<file path="config.mk">
export PLATFORM = sky130hd
export DESIGN_NAME = aud_serial_port
export DESIGN_NICKNAME = d
export VERILOG_FILES = /design/src/rtl/aud_serial_port.sv
export SDC_FILE = /design/constraint.sdc
export NUM_CORES = 1
export LEC_CHECK = 0
export BUFFER_PORTS_ARGS = -buffer_cell sky130_fd_sc_hd__buf_2
export CORE_ASPECT_RATIO = 1.4
export CORE_MARGIN = 2
export CORE_UTILIZATION = 59
export CTS_CLUSTER_SIZE = 8
export DETAILED_ROUTE_END_ITERATION = 16
export PLACE_DENSITY = 0.83
export SLEW_MARGIN = 40
export SYNTH_ARGS = -nofsm -noshare
export SYNTH_HDL_FRONTEND = slang
export SYNTH_SLANG_ARGS = --single-unit
</file>
<file path="constraint.sdc">
create_clock -name clk -period 5.36 [get_ports clk]
set_input_delay 1.34 -clock clk [delete_from_list [all_inputs] [get_ports clk]]
set_output_delay 1.34 -clock clk [all_outputs]
set_load 0.005 [all_outputs]
</file>
<file path="src/rtl/aud_serial_port.sv">
module aud_serial_port #(
  parameter int SLOT = 32,
  parameter int DIVW = 8,
  localparam int PW = $clog2(SLOT)
) (
  input  logic            clk,
  input  logic            rst_n,
  input  logic            cfg_master,
  input  logic [1:0]      cfg_fmt,
  input  logic [PW-1:0]   cfg_width,
  input  logic [DIVW-1:0] cfg_div,
  input  logic            bclk_i,
  input  logic            lrclk_i,
  input  logic            sdi,
  output logic            bclk_o,
  output logic            lrclk_o,
  output logic            sdo,
  input  logic            tx_valid,
  output logic            tx_ready,
  input  logic [SLOT-1:0] tx_left,
  input  logic [SLOT-1:0] tx_right,
  output logic            rx_valid,
  input  logic            rx_ready,
  output logic [SLOT-1:0] rx_left,
  output logic [SLOT-1:0] rx_right
);

  logic [2:0]      bsy;
  logic [1:0]      lsy, dsy;
  logic [DIVW-1:0] divc;
  logic            ch, lr_smp, buf_full;
  logic [PW-1:0]   pos;
  logic [SLOT-1:0] buf_l, buf_r, act_l, act_r, acc_l, acc_r;

  function automatic logic in_win(input logic [PW-1:0] p, input logic [PW-1:0] o,
                                  input logic [PW-1:0] w);
    return (p >= o) && ((p - o) < w);
  endfunction

  wire tick    = cfg_master && (divc == cfg_div);
  wire fall_ev = cfg_master ? (tick & bclk_o)  : (bsy[2] & ~bsy[1]);
  wire rise_ev = cfg_master ? (tick & ~bclk_o) : (~bsy[2] & bsy[1]);
  wire rx_bit  = cfg_master ? sdi : dsy[1];
  wire resync  = !cfg_master && (lr_smp != ch);

  wire [PW:0]   nxt      = resync ? {lr_smp, PW'(1)} : ({ch, pos} + 1'b1);
  wire          nch      = nxt[PW];
  wire [PW-1:0] npos     = nxt[PW-1:0];
  wire          frame_go = fall_ev && (nxt == '0);

  wire [PW-1:0] off = (cfg_fmt == 2'd2) ? ({PW{1'b0}} - cfg_width) :
                      (cfg_fmt == 2'd1) ? {PW{1'b0}} : PW'(1);

  wire [SLOT-1:0] nl      = frame_go ? (buf_full ? buf_l : '0) : act_l;
  wire [SLOT-1:0] nr      = frame_go ? (buf_full ? buf_r : '0) : act_r;
  wire [SLOT-1:0] tsmp    = nch ? nr : nl;
  wire [PW-1:0]   tk      = npos - off;
  wire [PW-1:0]   tidx    = cfg_width - 1'b1 - tk;
  wire            sdo_nxt = in_win(npos, off, cfg_width) & tsmp[tidx];

  wire [PW-1:0]   rk      = pos - off;
  wire            rx_hit  = rise_ev && in_win(pos, off, cfg_width);
  wire [SLOT-1:0] acc_src = ch ? acc_r : acc_l;
  wire [SLOT-1:0] acc_nxt = (rk == '0) ? {{(SLOT-1){1'b0}}, rx_bit} : {acc_src[SLOT-2:0], rx_bit};
  wire            rx_done = rx_hit && ch && (rk == cfg_width - 1'b1);

  assign tx_ready = ~buf_full;
  assign lrclk_o  = cfg_master & ch;

  always_ff @(posedge clk) begin
    if (!rst_n) begin
      bsy <= '0;
      lsy <= '0;
      dsy <= '0;
    end else begin
      bsy <= {bsy[1:0], bclk_i};
      lsy <= {lsy[0], lrclk_i};
      dsy <= {dsy[0], sdi};
    end
  end

  always_ff @(posedge clk) begin
    if (!rst_n || !cfg_master) begin
      divc   <= '0;
      bclk_o <= 1'b0;
    end else if (tick) begin
      divc   <= '0;
      bclk_o <= ~bclk_o;
    end else begin
      divc <= divc + 1'b1;
    end
  end

  always_ff @(posedge clk) begin
    if (!rst_n) begin
      ch     <= 1'b1;
      pos    <= '1;
      lr_smp <= 1'b1;
      sdo    <= 1'b0;
      act_l  <= '0;
      act_r  <= '0;
    end else begin
      if (rise_ev) lr_smp <= lsy[1];
      if (fall_ev) begin
        ch    <= nch;
        pos   <= npos;
        sdo   <= sdo_nxt;
        act_l <= nl;
        act_r <= nr;
      end
    end
  end

  always_ff @(posedge clk) begin
    if (!rst_n) begin
      buf_full <= 1'b0;
      buf_l    <= '0;
      buf_r    <= '0;
    end else if (tx_valid && !buf_full) begin
      buf_full <= 1'b1;
      buf_l    <= tx_left;
      buf_r    <= tx_right;
    end else if (frame_go) begin
      buf_full <= 1'b0;
    end
  end

  always_ff @(posedge clk) begin
    if (!rst_n) begin
      acc_l    <= '0;
      acc_r    <= '0;
      rx_left  <= '0;
      rx_right <= '0;
      rx_valid <= 1'b0;
    end else begin
      if (rx_hit) begin
        if (ch) acc_r <= acc_nxt;
        else    acc_l <= acc_nxt;
      end
      if (rx_done) begin
        rx_left  <= acc_l;
        rx_right <= acc_nxt;
        rx_valid <= 1'b1;
      end else if (rx_ready) begin
        rx_valid <= 1'b0;
      end
    end
  end

endmodule

</file>
==> metrics <==
Critical Path End Type flip-flop; Reg clk slew, reported paths 0.05 ns; Slew @ Worst Pin 0.8464 ns; via density per instance 5.591; global-route track usage on met1 30.85%; Die Y 180.7 um; NumNets Final between 1,500 and 2,000; Total GRT Usage between 20% and 30%; worst reg2reg path depth 19; Ys Warns 0; Clk Latency, worst-skew pair 0.53 ns; Worst R2R Setup Slack 0.93 ns; layout cells sized above 1 about 16%; Post-CTS Hold Fix Bufs 0; post-route ant nets 0; Crit path required time between 5 and 6 ns; crit-path max FO 5; average wire per standard cell 16.84 um; Post-Syn Instances 1,456; Synth cell types 66; Routed WL around 31 mm; largest net degree at the start of global routing roughly 140; reg2reg start lr_smp$_SDFFE_PN1P_; status completed; Area growth, synth to finish 15.32%; DR iter-0 viols 740; grt ovf 0; Most Used Layer, Global Route met2; dpl cells ~1,800; M3 GR Usage 5.182%; Fillers 1,656; Max-Cap Viols 0; Post-synth ARST share 0%; CTS resizes 0; TritonCTS Sinks 281; Post-synth EDFFs 0; num ports 156; fin crit period 4.843 ns; Final TNS setup 0 ns; antenna diode count 0; hold path start lsy[0]$_SDFF_PN0_; Seq/Total Area, Yosys 42.73%; drt drc 0; worst vdd ir 0.3330 mV; Critical Path Start Type input port; final setup fails 0; htree depth 2; Post-synth top flop dfxtp_1; worst r2r dst sdo$_SDFFE_PN0P_; relative slew slack 43.39%; hold endpoint lsy[1]$_SDFF_PN0_; met2 Use GR 46.47%; Final Wtd Congestion 0.9641; Post-Syn Area per Cell between 9 and 10 um2; Port Buffers around 160; PnR Total Power 5.042 mW; Die W 130.2 um; Syn Nets 1,575; clk_skew 0.009613 ns; Finished Layout Cells 1,869; fin. max-slew vios 0; setup bufs post-CTS 0; first-pass GRT wire length 51.18 mm; clock tree buffer depth 3; vias in the first global route roughly 10,000; core area 21,860 um2; CTS tree yes; Leak ~6.5 nW; register bit total from synthesis 281; power density over the cells 332.2 nW/um2; starting density of the core about three fifths; TritonRoute pass-1 iters 5; Cell Area, Synth 13,160 um2; maximum clock rate 206.5 MHz; Hold Vio Cnt, Final 0; RSZ-0062 raised after global routing no; hold depth 1; fin crit share about nine tenths; CTS Buf Count between 40 and 50; hpwl dp 20.64 mm; Critical Path AT 5.27 ns; design area 15,180 um2; Hold Path Class reg -> reg; critical path type in -> reg; initial antenna violation count 0; CTS root buf clkbuf_16; Core Rows 64; die footprint 23,540 um2; via total after detailed routing 10,450; placed cell area 14,070 um2
-- metal layers --
metal	vias to the layer above	wire [um]
met1	4933	12730
met3	85	1507
met2	267	15840
li1	5165	-
met4	0	1401
met5	-	0
-- placed cells by master (no fill, tap or decap), types with 4 or more instances in the layout --
cell / n
a211oi_1: 5
nor2_1: 64
inv_1: 22
o21ai_0: 12
a21oi_1: 20
nor2b_1: 134
a21o_1: 8
dfxtp_1: 279
buf_4: 18
and2_1: 8
nor3_1: 11
nand2b_1: 5
a221oi_1: 13
nand2_1: 229
xor2_1: 19
a221o_1: 4
o211ai_1: 8
ha_1: 28
o21ai_1: 4
mux2i_1: 162
xnor2_1: 17
and3_1: 5
nand3_1: 98
o21a_1: 6
buf_2: 154
clkbuf_16: 41
a21boi_0: 130
-- final cells by class --
type / count / area, um2 / share of cell area [%]
Timing Repair Buffer: 176 / 974.7 / 6.421
Tap cell: 297 / 371.6 / 2.448
Clock inverter: 4 / 75.07 / 0.4945
Sequential cell: 281 / 5628 / 37.07
Clock buffer: 42 / 1030 / 6.783
Inverter: 23 / 86.33 / 0.5687
Multi-Input combinational cell: 1046 / 7015 / 46.21
-- state kept, by name (all words and copies together) (netlist names) --
register	count
ch	1
lsy	2
acc_l	32
divc	8
act_l	32
dsy	2
sdo	1
buf_l	32
rx_valid	1
pos	5
bclk_o	1
act_r	32
acc_r	31
buf_r	32
lr_smp	1
buf_full	1
rx_right	32
rx_left	32
bsy	3
-- worst max-delay path, stage by stage --
cell,delay [ns]
buf_2,0.11
nor2b_1,0.18
a21oi_1,0.30
ha_1,0.23
inv_1,0.07
fa_1,0.43
xor2_1,0.23
inv_1,0.08
ha_1,0.35
a21o_1,0.19
a21oi_1,0.17
xnor2_1,0.10
xnor2_1,0.32
nand2_1,0.19
a2111oi_2,0.37
o32ai_1,0.16
nand3_1,0.11
nor3_1,0.07
o41ai_2,0.27
-- report_power, final --
part	leakage, nW	total (mW)	internal [mW]	switching [mW]
clock network	0.539	2.26	1.36	0.902
logic	3.65	0.620	0.251	0.369
registers	2.27	2.16	2.13	0.0288
total	6.46	5.04	3.74	1.30
-- synth_stat cells (5+ instances only) --
master	count	area [um2]
a211oi_1	5	37.54
a21boi_0	130	975.9
a21o_1	9	67.56
a21oi_1	20	100.1
a221oi_1	13	113.9
and2_1	8	50.05
and3_1	5	31.28
buf_1	18	67.56
buf_2	11	55.05
buf_6	7	78.83
clkbuf_1	67	251.5
dfxtp_1	281	5625
ha_1	29	362.9
inv_1	22	82.58
mux2i_1	162	1622
nand2_1	230	863.3
nand2b_1	5	31.28
nand3_1	98	490.5
nor2_1	64	240.2
nor2b_1	135	844.6
nor3_1	12	60.06
o211ai_1	8	60.06
o21a_1	6	45.04
o21ai_0	12	60.06
xnor2_1	17	148.9
xor2_1	19	166.4
-- stage by stage --
stage	setup slack (ns)	utilization [%]	hold WS, ns
3_3_place_gp	0.03128	64.26	0.4195
2_1_floorplan	0.6525	-	0.4119
3_5_place_dp	0.004054	64.37	0.4260
4_1_cts	0.5502	69.43	0.4371
5_1_grt	0.2947	69.44	0.4459
6_report	0.5169	69.44	0.4336
-- cell families (layout without fill, tap and decap cells) --
group	count (synthesis)	in the layout	share of synthesized area, %
and+or+nand+nor	575	575	21.26
xor gates and xnor gates	36	36	2.395
muxes	164	164	12.49
AOI/OAI and AO/OA	239	239	13.64
DFF	281	281	42.73
adders and majority gates	32	32	3.213
buffers and inverters	129	245	4.268
-- worst max-delay path by stage --
| stage | start | to | slack (ns) | depth (start not counted) |
|---|---|---|---|---|
| 3_3_place_gp | cfg_fmt[1] | sdo$_SDFFE_PN0P_ | 0.03 | 18 |
| 4_1_cts | cfg_fmt[1] | sdo$_SDFFE_PN0P_ | 0.55 | 18 |
| 6_report | cfg_fmt[1] | sdo$_SDFFE_PN0P_ | 0.52 | 19 |
| 5_1_grt | cfg_master | sdo$_SDFFE_PN0P_ | 0.29 | 19 |
| 2_1_floorplan | cfg_master | sdo$_SDFFE_PN0P_ | 0.65 | 16 |
| 3_5_place_dp | cfg_fmt[1] | sdo$_SDFFE_PN0P_ | 0.004 | 18 |
(Power assumes the default switching activity.)
